`config.mk`:
```
export PLATFORM = sky130hd
export DESIGN_NAME = dual_lane_deskew
export DESIGN_NICKNAME = d
export VERILOG_FILES = /design/src/rtl/dsk_pkg.sv /design/src/rtl/dsk_lane_fifo.sv /design/src/rtl/dsk_align.sv /design/src/rtl/dsk_merge.sv /design/src/rtl/dual_lane_deskew.sv
export SDC_FILE = /design/constraint.sdc
export NUM_CORES = 1
export LEC_CHECK = 0
export BUFFER_PORTS_ARGS = -buffer_cell sky130_fd_sc_hd__buf_2
export CORE_AREA = 2 2 134 168
export CTS_CLUSTER_SIZE = 28
export DETAILED_ROUTE_END_ITERATION = 8
export DIE_AREA = 0 0 136 170
export SYNTH_ARGS = -nofsm -noshare
export SYNTH_HDL_FRONTEND = slang
export SYNTH_SLANG_ARGS = --single-unit
```
`constraint.sdc`:
```
create_clock -name clk -period 4.35 [get_ports clk]
set_clock_uncertainty 0.2 [all_clocks]
set_input_delay 0.6525 -clock clk [delete_from_list [all_inputs] [get_ports clk]]
set_output_delay 0.6525 -clock clk [all_outputs]
set_load 0.03 [all_outputs]
```
`src/rtl/dsk_pkg.sv`:
```
package dsk_pkg;
  typedef enum logic {
    ARM_WAIT = 1'b0,
    ARM_RUN  = 1'b1
  } arm_t;
endpackage

```
`src/rtl/dsk_lane_fifo.sv`:
```
module dsk_lane_fifo #(
  parameter int W     = 8,
  parameter int DEPTH = 4
) (
  input  logic         clk,
  input  logic         rst,
  input  logic         wr_en,
  input  logic [W-1:0] wr_dat,
  input  logic         rd_en,
  output logic [W-1:0] rd_dat,
  output logic         nempty,
  output logic         ovf
);
  localparam int AW = (DEPTH > 1) ? $clog2(DEPTH) : 1;
  localparam int CW = $clog2(DEPTH + 1);

  logic [W-1:0]  mem [DEPTH];
  logic [AW-1:0] wp, rp;
  logic [CW-1:0] cnt;
  logic          full, wr_ok;

  function automatic logic [AW-1:0] ptr_inc(input logic [AW-1:0] p);
    return (p == AW'(DEPTH - 1)) ? '0 : p + 1'b1;
  endfunction

  assign full   = (cnt == CW'(DEPTH));
  assign wr_ok  = wr_en && !full;
  assign ovf    = wr_en && full;
  assign nempty = (cnt != '0);
  assign rd_dat = mem[rp];

  // storage without reset so it maps onto RAM
  always_ff @(posedge clk) begin
    if (wr_ok) mem[wp] <= wr_dat;
  end

  always_ff @(posedge clk) begin
    if (rst) begin
      wp  <= '0;
      rp  <= '0;
      cnt <= '0;
    end else begin
      if (wr_ok) wp <= ptr_inc(wp);
      if (rd_en) rp <= ptr_inc(rp);
      cnt <= cnt + CW'(wr_ok) - CW'(rd_en);
    end
  end

  AST_NO_RD_EMPTY: assert property (@(posedge clk) disable iff (rst) rd_en |-> cnt != '0);
  AST_CNT_BOUND: assert property (@(posedge clk) disable iff (rst) cnt <= CW'(DEPTH));
endmodule

```
`src/rtl/dsk_align.sv`:
```
module dsk_align
  import dsk_pkg::*;
(
  input  logic clk,
  input  logic rst,
  input  logic ne_a,
  input  logic ne_b,
  output logic pop
);
  arm_t st;
  logic ph;   // 1: second cycle of a pair slot, no pop allowed
  logic both;

  assign both = ne_a && ne_b;

  always_comb begin
    pop = 1'b0;
    if (st == ARM_WAIT) pop = both;
    else                pop = !ph && both;
  end

  always_ff @(posedge clk) begin
    if (rst) begin
      st <= ARM_WAIT;
      ph <= 1'b0;
    end else begin
      case (st)
        ARM_WAIT: begin
          if (pop) begin
            st <= ARM_RUN;
            ph <= 1'b1;
          end
        end
        default: begin
          if (ph)       ph <= 1'b0;
          else if (pop) ph <= 1'b1;
          else          st <= ARM_WAIT;   // underflow: re-arm
        end
      endcase
    end
  end

  AST_POP_SPACED: assert property (@(posedge clk) disable iff (rst) pop |=> !pop);
endmodule

```
`src/rtl/dsk_merge.sv`:
```
module dsk_merge #(
  parameter int PIX_W = 16,
  parameter int CTL_W = 3
) (
  input  logic             clk,
  input  logic             rst,
  input  logic             pop,
  input  logic [PIX_W-1:0] odd_in,
  input  logic [PIX_W-1:0] even_in,
  input  logic [CTL_W-1:0] ctl_in,
  output logic             pix_vld,
  output logic [PIX_W-1:0] pix_dat,
  output logic [CTL_W-1:0] pix_ctl
);
  logic [PIX_W-1:0] s1_odd, s1_even, s2_odd, s2_even;
  logic [CTL_W-1:0] s1_ctl, s2_ctl;
  logic             s1_new, pend_odd, pend_even, out_even;

  // first stage: both lanes captured side by side
  always_ff @(posedge clk) begin
    if (pop) begin
      s1_odd  <= odd_in;
      s1_even <= even_in;
      s1_ctl  <= ctl_in;
    end
    if (s1_new) begin
      s2_odd  <= s1_odd;
      s2_even <= s1_even;
      s2_ctl  <= s1_ctl;
    end
  end

  always_ff @(posedge clk) begin
    if (rst) begin
      s1_new    <= 1'b0;
      pend_odd  <= 1'b0;
      pend_even <= 1'b0;
      pix_vld   <= 1'b0;
      pix_dat   <= '0;
      pix_ctl   <= '0;
      out_even  <= 1'b0;
    end else begin
      s1_new    <= pop;
      pend_odd  <= s1_new;
      pend_even <= pend_odd;
      pix_vld   <= pend_odd || pend_even;
      if (pend_odd) begin
        pix_dat  <= s2_odd;
        pix_ctl  <= s2_ctl;
        out_even <= 1'b0;
      end else if (pend_even) begin
        pix_dat  <= s2_even;
        pix_ctl  <= s2_ctl;
        out_even <= 1'b1;
      end
    end
  end

  AST_EVEN_AFTER_ODD: assert property (@(posedge clk) disable iff (rst)
    (pix_vld && out_even) |-> $past(pix_vld && !out_even));
endmodule

```
`src/rtl/dual_lane_deskew.sv`:
```
module dual_lane_deskew #(
  parameter int PIX_W      = 16,
  parameter int CTL_W      = 3,
  parameter int FIFO_DEPTH = 4
) (
  input  logic             clk,
  input  logic             rst,
  input  logic             a_vld,
  input  logic [PIX_W-1:0] a_pix,
  input  logic [CTL_W-1:0] a_ctl,
  input  logic             b_vld,
  input  logic [PIX_W-1:0] b_pix,
  output logic             pix_vld,
  output logic [PIX_W-1:0] pix_dat,
  output logic [CTL_W-1:0] pix_ctl,
  output logic             ovf_err
);
  localparam int AW_W = PIX_W + CTL_W;

  logic [AW_W-1:0]  a_rd;
  logic [PIX_W-1:0] b_rd;
  logic             ne_a, ne_b, ovf_a, ovf_b, pop;

  dsk_lane_fifo #(.W(AW_W), .DEPTH(FIFO_DEPTH)) u_fifo_a (
    .clk(clk), .rst(rst), .wr_en(a_vld), .wr_dat({a_ctl, a_pix}),
    .rd_en(pop), .rd_dat(a_rd), .nempty(ne_a), .ovf(ovf_a));

  dsk_lane_fifo #(.W(PIX_W), .DEPTH(FIFO_DEPTH)) u_fifo_b (
    .clk(clk), .rst(rst), .wr_en(b_vld), .wr_dat(b_pix),
    .rd_en(pop), .rd_dat(b_rd), .nempty(ne_b), .ovf(ovf_b));

  dsk_align u_align (
    .clk(clk), .rst(rst), .ne_a(ne_a), .ne_b(ne_b), .pop(pop));

  dsk_merge #(.PIX_W(PIX_W), .CTL_W(CTL_W)) u_merge (
    .clk(clk), .rst(rst), .pop(pop),
    .odd_in(a_rd[PIX_W-1:0]), .even_in(b_rd), .ctl_in(a_rd[AW_W-1:PIX_W]),
    .pix_vld(pix_vld), .pix_dat(pix_dat), .pix_ctl(pix_ctl));

  always_ff @(posedge clk) begin
    if (rst) ovf_err <= 1'b0;
    else     ovf_err <= ovf_err | ovf_a | ovf_b;
  end

  AST_OVF_STICKY: assert property (@(posedge clk) disable iff (rst) ovf_err |=> ovf_err);
endmodule

```
==> flow_summary.yaml, run 1 <==
die:
  io-pin-count: 60
  die_h_um: 170
  fp.coreArea_mm2: 0.0215
  start_util_pct: 42.5
  row_count: 60
  dieArea_mm2: 0.0231
  die_w_um: 136
worst_setup_path:
  crit_type: "reg -> reg"
  worstSetupEndpointType: "flip-flop"
  slowest_stage: "nor3_4"
  cp.arrival_ns: 2.86
  cpPeakStageDelay_ns: 0.47
  cp_max_fo: 10
  required_ns: 4.51
  crit_chain: "nor3_2 > nor3_4 > ha_1 > inv_1 > ha_1 > inv_1 > fa_1 > xor2_1 > and2_1 > nor3_1"
  cp-start-kind: "flip-flop"
timing:
  max-slew-margin-rel_pct: 28.7
  tightest_slew_ns: 1.07
  fin_crit_sh_pct: 61.9
  setup_viol_count_final: 0
  fmax_ghz: 0.371
  rsz0062_at_grt: "no"
  period_minus_slack_ns: 2.69
  slew_viol_final: 0
  fin_tns_setup_ns: 0
  hold_viol: 0
pwr:
  power_density_mw_per_mm2: 626
  p_leak_nw: 3.57
  power_mw: 6.55
  ir_drop_v: 0.000290
route:
  dr.pass1.iters: 4
  vias: 4122
  wl_mm: 15.6
  vias_per_cell: 5.00
  drt-initial-drc-count: 240
  wl_per_cell_um: 18.9
  antenna_left: 0
  remaining_drc_errors: 0
global_route:
  track_usage_pct: 13.8
  grt_pass1_wl_mm: 24.1
  antenna_found_initial: 2
  grt_pass1_vias: 4382
  grt_overflow_total: 0
  grt_max_degree: 43
logic_synthesis:
  synthTopCellsByArea: "edfxtp_1 69%, dfxtp_1 8.8%, mux4_2 8.6%"
  synth_top_cell_area_share_pct: 69.1
  syn_nets: 508
  syn_inst: 453
  yosys.area.top_type: "edfxtp_1"
  synth_area_mm2: 0.00912
  synth.avg_cell_area_um2: 20.1
  synth_cell_types: 34
  yosysWarnings: 0
  yosys_register_bits: 250
  synth.yosys.seq_area_share_pct: 77.9
clocking:
  cts_tree: "built"
  cts_max_level: 1
  cts_resized: 0
  cts_buffer_depth: 3
  holdBufCountCts: 0
  root_buffer: "clkbuf_16"
  clock-sinks: 250
  cts.clk_slew.worst_paths_ns: 0.06
  clk_latency_ns: 0.51
  cts_setup_buffers: 0
  cts-buffers-inserted: 24
place:
  dp_hpwl_mm: 9.92
  place_area_mm2: 0.00972
  gp_congestion: 0.757
  portBuffers: 59
cells_and_area:
  area_delta_synth_final_pct: 14.6
  fin_area_mm2: 0.0105
  layout-drive-gt1-share_pct: 26.2
  utilization_pct: 48.7
  nets: 582
outcome:
  status: "complete, no violations"
flow_run:
  cap_violations: 0
worst_hold_path:
  hp-class: "in -> reg"
## worst paths after layout
check | startpoint | end | slack [ns] | cells past startpoint
setup / recovery | u_fifo_a.cnt[1] | u_fifo_a.cnt[2] | 1.66 | 10
hold / removal | a_pix[14] | u_fifo_a.mem[2][14] | 0.16 | 1
setup reg to reg | u_fifo_a.cnt[1] | u_fifo_a.cnt[2] | 1.66 | 10
hold reg to reg | u_merge.s1_even[14] | u_merge.s2_even[14] | 0.22 | 0
## placed cells by master, fill, tap and decap left out, drive strengths merged, types with 3 or more instances in the layout
master	instances
nand2	4
mux2	18
dfxtp	40
and2	10
edfxtp	210
nor2b	7
buf	64
inv	13
a21oi	11
or3	3
nor3	6
clkinv	10
ha	14
clkbuf	30
o21ai	7
nor2	25
mux2i	16
mux4	35
clkinvlp	4
## per-layer routing
metal | global-route usage [%] | wire length (um) | vias to the layer above
li1 | - | - | 1920
met1 | 17.1 | 6380 | 2099
met2 | 24.6 | 8210 | 78
met3 | 2.77 | 723 | 23
met4 | 3.89 | 242 | 2
met5 | 0 | 13 | -
## cell usage after synthesis (all sizes together)
| cell | count |
|---|---|
| nand2b | 1 |
| and2 | 10 |
| buf | 13 |
| edfxtp | 210 |
| fa | 2 |
| nor2b | 7 |
| nand3b | 2 |
| o31ai | 2 |
| nand2 | 4 |
| or4 | 2 |
| mux4 | 35 |
| xnor2 | 2 |
| inv | 13 |
| mux2 | 18 |
| ha | 14 |
| a21oi | 11 |
| nor2 | 25 |
| nand4 | 2 |
| a221oi | 1 |
| nor3b | 2 |
| o21ai | 7 |
| nor4 | 1 |
| mux2i | 16 |
| clkbuf | 3 |
| nor3 | 6 |
| dfxtp | 40 |
| or3 | 3 |
| xor2 | 1 |
## power by group
part,total [mW],leakage [nW],switching [mW],internal [mW]
registers,3.45,2.26,0.226,3.22
logic,1.19,0.960,0.662,0.528
clock network,1.91,0.351,0.841,1.07
total,6.55,3.57,1.73,4.82
## critical path: cells and delay by family, from the launching register on
family / cells / cell delay [ns]
simple gates: 4 / 0.79
buf+inv: 2 / 0.11
flops: 1 / 0.46
fa+ha+maj: 3 / 0.81
xor+xnor: 1 / 0.18
## stage by stage
| stage | setup slack (ns) | instances | hold WS, ns |
|---|---|---|---|
| 5_1_grt | 1.36 | 824 | 0.151 |
| 4_1_cts | 1.64 | 824 | 0.137 |
| 3_5_place_dp | 1.65 | 780 | 0.206 |
| 6_report | 1.66 | 825 | 0.160 |
| 3_3_place_gp | 1.75 | 780 | 0.201 |
| 2_1_floorplan | 0.490 | 453 | 0.200 |
## kinds of logic after synthesis
logic type               Yosys count  synth area share [%]
adder cells (fa/ha/maj)           16                  2.36
AND/OR/NAND/NOR                   65                  3.94
AO/OA/AOI/OAI                     21                  1.25
flip-flops                       250                  77.9
XOR/XNOR                           3                 0.288
multiplexers                      69                  12.7
buffers and inverters             29                  1.55
## cell type report
class / count / area, um^2
repair buffers: 64 / 333
clock inverters: 14 / 78.8
well taps: 279 / 349
clock buffers: 30 / 654
diodes: 1 / 2.50
flip-flops and latches: 250 / 7110
inverters: 13 / 48.8
multi-input cells: 174 / 1880
fillers: 1858 / 11000
## sequential cells by signal, summed over array words and instances, names as in the netlist, 2 cells and up
register         count
u_merge.s2_odd      16
u_merge.s1_even     16
u_fifo_b.mem        64
u_fifo_b.cnt         3
u_fifo_b.wp          2
u_merge.s1_ctl       3
u_fifo_a.mem        76
u_merge.s1_odd      16
u_fifo_a.rp          2
u_merge.pix_ctl      3
u_merge.s2_even     16
u_fifo_a.wp          2
u_fifo_a.cnt         3
u_merge.s2_ctl       3
u_merge.pix_dat     16
u_fifo_b.rp          2
(Power assumes the default switching activity.)
==> inputs of run 2 (changes only) <==
--- a/config.mk
+++ b/config.mk
@@ -5,11 +5,12 @@
 export SDC_FILE = /design/constraint.sdc
 export NUM_CORES = 1
 export LEC_CHECK = 0
+export ABC_AREA = 1
 export BUFFER_PORTS_ARGS = -buffer_cell sky130_fd_sc_hd__buf_2
-export CORE_AREA = 2 2 134 168
+export CORE_AREA = 2 2 134 169
 export CTS_CLUSTER_SIZE = 28
 export DETAILED_ROUTE_END_ITERATION = 8
-export DIE_AREA = 0 0 136 170
+export DIE_AREA = 0 0 136 171
 export SYNTH_ARGS = -nofsm -noshare
 export SYNTH_HDL_FRONTEND = slang
 export SYNTH_SLANG_ARGS = --single-unit
==> constraint.sdc (replaced) <==
create_clock -name clk -period 2.83 [get_ports clk]
set_clock_uncertainty 0.2 [all_clocks]
set_input_delay 0.4245 -clock clk [delete_from_list [all_inputs] [get_ports clk]]
set_output_delay 0.4245 -clock clk [all_outputs]
set_load 0.03 [all_outputs]
==> flow_summary.yaml, run 2 <==
outcome:
  status: "complete, no violations"
worst_hold_path:
  holdPathEnd: "u_merge.pend_odd"
  holdPathStages: 2
  worstHoldStart: "rst"
  hp-class: "in -> reg"
cells_and_area:
  layout_common_cells: "210 x edfxtp_1, 116 x nor2_1, 77 x nand2_1"
  utilization_pct: 50.6
  area_delta_synth_final_pct: 19.8
  reg_top3: "u_fifo_a.mem: 76 flops, u_fifo_b.mem: 64 flops"
  largest_reg_flops: 76
  layout-drive-gt1-share_pct: 15.3
  final_common_cell: "edfxtp_1"
  diodes: 0
  nets: 846
  largest-register: "u_fifo_a.mem"
flow_run:
  cap_violations: 0
logic_synthesis:
  synthTopCellsByArea: "edfxtp_1 68%, dfxtp_1 8.7%, nor2_1 4.7%"
  synth.avg_cell_area_um2: 13.5
  synth_area_mm2: 0.00921
  synth_common_cells: "210 x edfxtp_1, 116 x nor2_1, 77 x nand2_1"
  synth_cell_types: 27
  syn_inst: 680
  synth.yosys.seq_area_share_pct: 77.2
  async_reset_ff_share_pct: 0
  ys.flop_type: "edfxtp_1"
  yosysWarnings: 0
  syn_nets: 735
  synth_top_cell_area_share_pct: 68.5
  synth-edff-count: 210
  synth_most_common_cell: "edfxtp_1"
  yosys_register_bits: 250
  yosys.area.top_type: "edfxtp_1"
pwr:
  p_leak_nw: 4.16
  power_density_mw_per_mm2: 997
  ir_drop_v: 0.000451
timing:
  slew_viol_final: 0
  period_minus_slack_ns: 2.35
  fin_crit_sh_pct: 83.0
  rsz0062_at_grt: "no"
  hold_viol: 0
  tightest_slew_ns: 0.663
  max-slew-margin-rel_pct: 55.8
  fmax_ghz: 0.426
  fin_tns_setup_ns: 0
  setup_viol_count_final: 0
route:
  antenna_left: 0
  drt-initial-drc-count: 441
  vias: 5384
  wl_per_cell_um: 16.3
  remaining_drc_errors: 0
  vias_per_cell: 4.93
  wl_mm: 17.8
  dr.pass1.iters: 4
worst_setup_path:
  cp.buffers_inverters: 3
  critPathTopFamily: "adder cells"
  reg2regPathDepth: 11
  cp-start-kind: "flip-flop"
  crit_type: "reg -> reg"
  slowest_stage: "fa_1"
  worstSetupEndpointType: "flip-flop"
  rr_endpoint: "u_fifo_a.cnt[2]"
  cpPeakStageDelay_ns: 0.37
  cp_max_fo: 9
  r2r_setup_slack_ns: 0.48
  cp.arrival_ns: 2.55
  r2r-start: "u_fifo_a.cnt[1]"
  required_ns: 3.03
  crit_chain: "nor2_1 > nand2_1 > nand3_2 > inv_2 > ha_1 > inv_1 > ha_1 > inv_1 > fa_1 > o21ai_0 > nor2_1"
clocking:
  cts.clk_slew.worst_paths_ns: 0.06
  root_buffer: "clkbuf_16"
  clock-sinks: 250
  clk_latency_ns: 0.51
  cts_setup_buffers: 0
  cts_buffer_depth: 3
  cts_tree: "built"
  cts-buffers-inserted: 24
  cts_max_level: 1
place:
  gp_congestion: 0.792
  portBuffers: 59
  dp_hpwl_mm: 11.1
global_route:
  antenna_found_initial: 0
  grt_max_degree: 41
  track_usage_pct: 15.7
  grt_pass1_wl_mm: 28.0
  grt_overflow_total: 0
  grt_pass1_vias: 5425
die:
  row_count: 61
  start_util_pct: 42.2
  dieArea_mm2: 0.0233
  die_w_um: 136
  io-pin-count: 60
  fp.coreArea_mm2: 0.0218
  die_h_um: 171
==> run 2: stage by stage <==
step	setup WS, ns	cells	cell area [um^2]	power (mW)	hold WS, ns
detailed placement	0.485	1013	9830	7.74	0.205
CTS	0.478	1092	11000	11.1	0.0403
global placement	0.550	1013	9830	7.63	0.208
finish	0.481	1092	11000	11.0	0.0481
global route	0.317	1092	11000	11.6	0.0584
floorplan	0.268	680	9210	6.92	0.200
==> run 2: power breakdown <==
part	total [mW]	switching, mW	internal, mW
clock network	3.34	1.31	2.03
registers	5.36	0.283	5.08
logic	2.30	1.59	0.708
total	11.0	3.18	7.82
==> run 2: worst register-to-register path, delay by kind of cell, from the launching register on <==
| kind | cells | cell delay [ns] |
|---|---|---|
| flip-flops | 1 | 0.35 |
| buffers and inverters | 3 | 0.19 |
| AO/OA/AOI/OAI | 1 | 0.17 |
| AND/OR/NAND/NOR | 4 | 0.56 |
| adder cells (fa/ha/maj) | 3 | 0.79 |
==> run 2: cell families (layout without fill, tap and decap cells) <==
family / Yosys count / count (layout) / synth area share, %
AOI/OAI and AO/OA: 120 / 120 / 7.05
xor gates and xnor gates: 2 / 2 / 0.190
adders and majority gates: 16 / 16 / 2.34
buffers and inverters: 78 / 207 / 3.84
DFF: 250 / 250 / 77.2
and+or+nand+nor: 214 / 214 / 9.40
==> run 2: area by class of cell <==
type | count | area [um^2]
clock buffer | 33 | 707
clock inverter | 11 | 143
fill | 1890 | 10800
inverter | 50 | 188
multi-input combinational | 352 | 1750
sequential | 250 | 7110
tap | 283 | 354
timing repair buffer | 113 | 788
==> run 2: routing by layer <==
| layer | wire length (um) | global-route usage (%) | vias up | share of wire [%] |
|---|---|---|---|---|
| met5 | 0 | 0 | - | 0 |
| met4 | 314 | 4.85 | 0 | 1.8 |
| met3 | 798 | 2.07 | 25 | 4.5 |
| met2 | 9320 | 28.3 | 120 | 52 |
| met1 | 7340 | 19.4 | 2633 | 41 |
| li1 | - | - | 2606 | - |
==> run 2: worst max path at each step <==
stage / from / to / slack (ns) / cells after the start
after floorplan: u_fifo_a.cnt[1] / u_fifo_a.cnt[2] / 0.27 / 11
after global placement: u_fifo_a.cnt[1] / u_fifo_a.cnt[2] / 0.55 / 11
after detailed placement: u_fifo_a.cnt[1] / u_fifo_b.cnt[2] / 0.49 / 11
after CTS: u_fifo_a.cnt[1] / u_fifo_a.cnt[2] / 0.48 / 11
after global routing: u_fifo_a.cnt[1] / u_fifo_a.cnt[2] / 0.32 / 11
final: u_fifo_a.cnt[1] / u_fifo_a.cnt[2] / 0.48 / 11
==> run 2: what timing repair did <==
item / 4_1_cts / 5_1_grt
hold buffers: 35 / 0
gates resized for setup: 0 / 0
endpoints found under the hold margin: 140 / 0
==> inputs of run 3 (changes only) <==
==> constraint.sdc (replaced) <==
create_clock -name clk -period 2.27 [get_ports clk]
set_clock_uncertainty 0.2 [all_clocks]
set_input_delay 0.3405 -clock clk [delete_from_list [all_inputs] [get_ports clk]]
set_output_delay 0.3405 -clock clk [all_outputs]
set_load 0.03 [all_outputs]
==> flow_summary.yaml, run 3 (synthesized netlist as in run 2, its figures left out) <==
global_route:
  grt_pass1_wl_mm: 27.3
  antenna_found_initial: 0
  grt_overflow_total: 0
  grt_pass1_vias: 5239
  track_usage_pct: 15.1
  grt_max_degree: 41
pwr:
  ir_drop_v: 0.000809
  comb_power_share_pct: 21.4
  net-switching-power_mw: 3.93
  power_density_mw_per_mm2: 1230
  p_clk_share_pct: 29.7
  p_seq_share_pct: 48.9
  p_leak_nw: 4.15
  internal_power_mw: 9.68
  power_mw: 13.6
  p_sw_share_pct: 28.9
route:
  remaining_drc_errors: 0
  vias_per_cell: 4.92
  wl_mm: 17.4
  dr.pass1.iters: 4
  drt-initial-drc-count: 400
  wl_per_cell_um: 15.9
  antenna_left: 0
  vias: 5377
flow_run:
  cap_violations: 0
place:
  dp_hpwl_mm: 10.8
  place_area_mm2: 0.00986
  place_inst: 1014
  dp_slack_ns: 0.0474
  gp_congestion: 0.771
  portBuffers: 59
worst_setup_path:
  crit_type: "reg -> reg"
  r2r_setup_slack_ns: 0.12
  cp_max_fo: 4
  cp-start-kind: "flip-flop"
  rr_endpoint: "u_fifo_a.cnt[2]"
  cp.arrival_ns: 2.35
  reg2regPathDepth: 10
  r2r-start: "u_fifo_b.cnt[2]"
  required_ns: 2.47
  worstSetupEndpointType: "flip-flop"
die:
  io-pin-count: 60
  dieArea_mm2: 0.0233
  fp.coreArea_mm2: 0.0218
  start_util_pct: 42.2
  die_h_um: 171
  row_count: 61
  die_w_um: 136
timing:
  hold_viol: 0
  max-slew-margin-rel_pct: 57.1
  fin_tns_setup_ns: 0
  rsz0062_at_grt: "no"
  tightest_slew_ns: 0.643
  fin_ws_ns: 0.123
  setup_viol_count_final: 0
  period_minus_slack_ns: 2.15
  fin_crit_sh_pct: 94.6
  fmax_ghz: 0.466
  holdWs_ns: 0.0999
  slew_viol_final: 0
cells_and_area:
  reg_top3: "u_fifo_a.mem: 76 flops, u_fifo_b.mem: 64 flops"
  largest_reg_flops: 76
  largest-register: "u_fifo_a.mem"
  final_cell_count_no_fill: 1092
  area_delta_synth_final_pct: 19.9
  layout_common_cells: "210 x edfxtp_1, 115 x nor2_1, 76 x nand2_1"
  register_area_mm2: 0.00711
  diodes: 0
  final_common_cell: "edfxtp_1"
  nets: 848
  layout-drive-gt1-share_pct: 15.7
  fin_area_mm2: 0.0110
  n_fill_cell: 1887
  utilization_pct: 50.6
  multiInputGateArea_mm2: 0.00176
worst_hold_path:
  holdPathStages: 5
  worstHoldStart: "b_vld"
  hp-class: "in -> reg"
  holdPathEnd: "ovf_err"
clocking:
  cts_max_level: 1
  cts_tree: "built"
  cts_buffer_depth: 3
  clk_latency_ns: 0.50
  cts-buffers-inserted: 23
  cts.clk_slew.worst_paths_ns: 0.07
  clock-sinks: 250
  root_buffer: "clkbuf_16"
  cts_setup_buffers: 0
outcome:
  status: "complete, no violations"
[run 3: changes by cell type in the layout (fill, tap and decap cells not counted), moves of 2 or more]
cell and change:
clkinvlp_4 +2, inv_8 +2, inv_6 -3, dlygate4sd3_1 +2, clkbuf_16 -3
[run 3: worst max-delay path by stage]
stage          cells after the start         endpoint  slack, ns             from
2_1_floorplan                     11  u_fifo_a.cnt[2]       0.02  u_fifo_a.cnt[1]
3_3_place_gp                      11  u_fifo_a.cnt[2]       0.11  u_fifo_a.cnt[1]
3_5_place_dp                      11  u_fifo_a.cnt[2]       0.05  u_fifo_a.cnt[1]
4_1_cts                           11  u_fifo_a.cnt[2]       0.04  u_fifo_a.cnt[1]
5_1_grt                           11  u_fifo_a.cnt[2]       0.01  u_fifo_a.cnt[1]
6_report                          10  u_fifo_a.cnt[2]       0.12  u_fifo_b.cnt[2]
[run 3: layer usage]
layer | wire, um | global-route usage, % | up-vias
li1 | - | - | 2618
met1 | 7260 | 19.0 | 2605
met2 | 9030 | 26.9 | 122
met3 | 780 | 2.37 | 32
met4 | 348 | 4.62 | 0
met5 | 0 | 0 | -
[run 3: repair_timing]
item,in CTS,in global routing
hold buffers,37,0
setup endpoints to repair,0,4
hold endpoints to repair,147,0
resized for setup,0,3
[run 3: layout make-up]
cell class / count / area share, %
Timing Repair Buffer: 116 / 7.39
Sequential cell: 250 / 64.4
Clock buffer: 30 / 5.81
Inverter: 50 / 1.77
Multi-Input combinational cell: 352 / 15.9
Clock inverter: 11 / 1.53
Tap cell: 283 / 3.21
[run 3: critical path: stages, from the launching register on]
cell and delay (ns):
dfxtp_1 0.35, nand3b_2 0.26, nand3_4 0.11, inv_8 0.03, ha_1 0.27, inv_1 0.05, ha_1 0.13, inv_1 0.05
fa_1 0.37, o21ai_0 0.18, nor2_1 0.05
[run 3: power by group through the flow]
stage / logic (mW) / registers [mW] / clock network (mW)
after detailed placement: 2.91 / 6.76 / 0
after floorplan: 1.83 / 6.83 / 0
after global placement: 2.81 / 6.72 / 0
after CTS: 2.97 / 6.67 / 4.12
after global routing: 3.31 / 6.75 / 4.30
final: 2.91 / 6.66 / 4.05
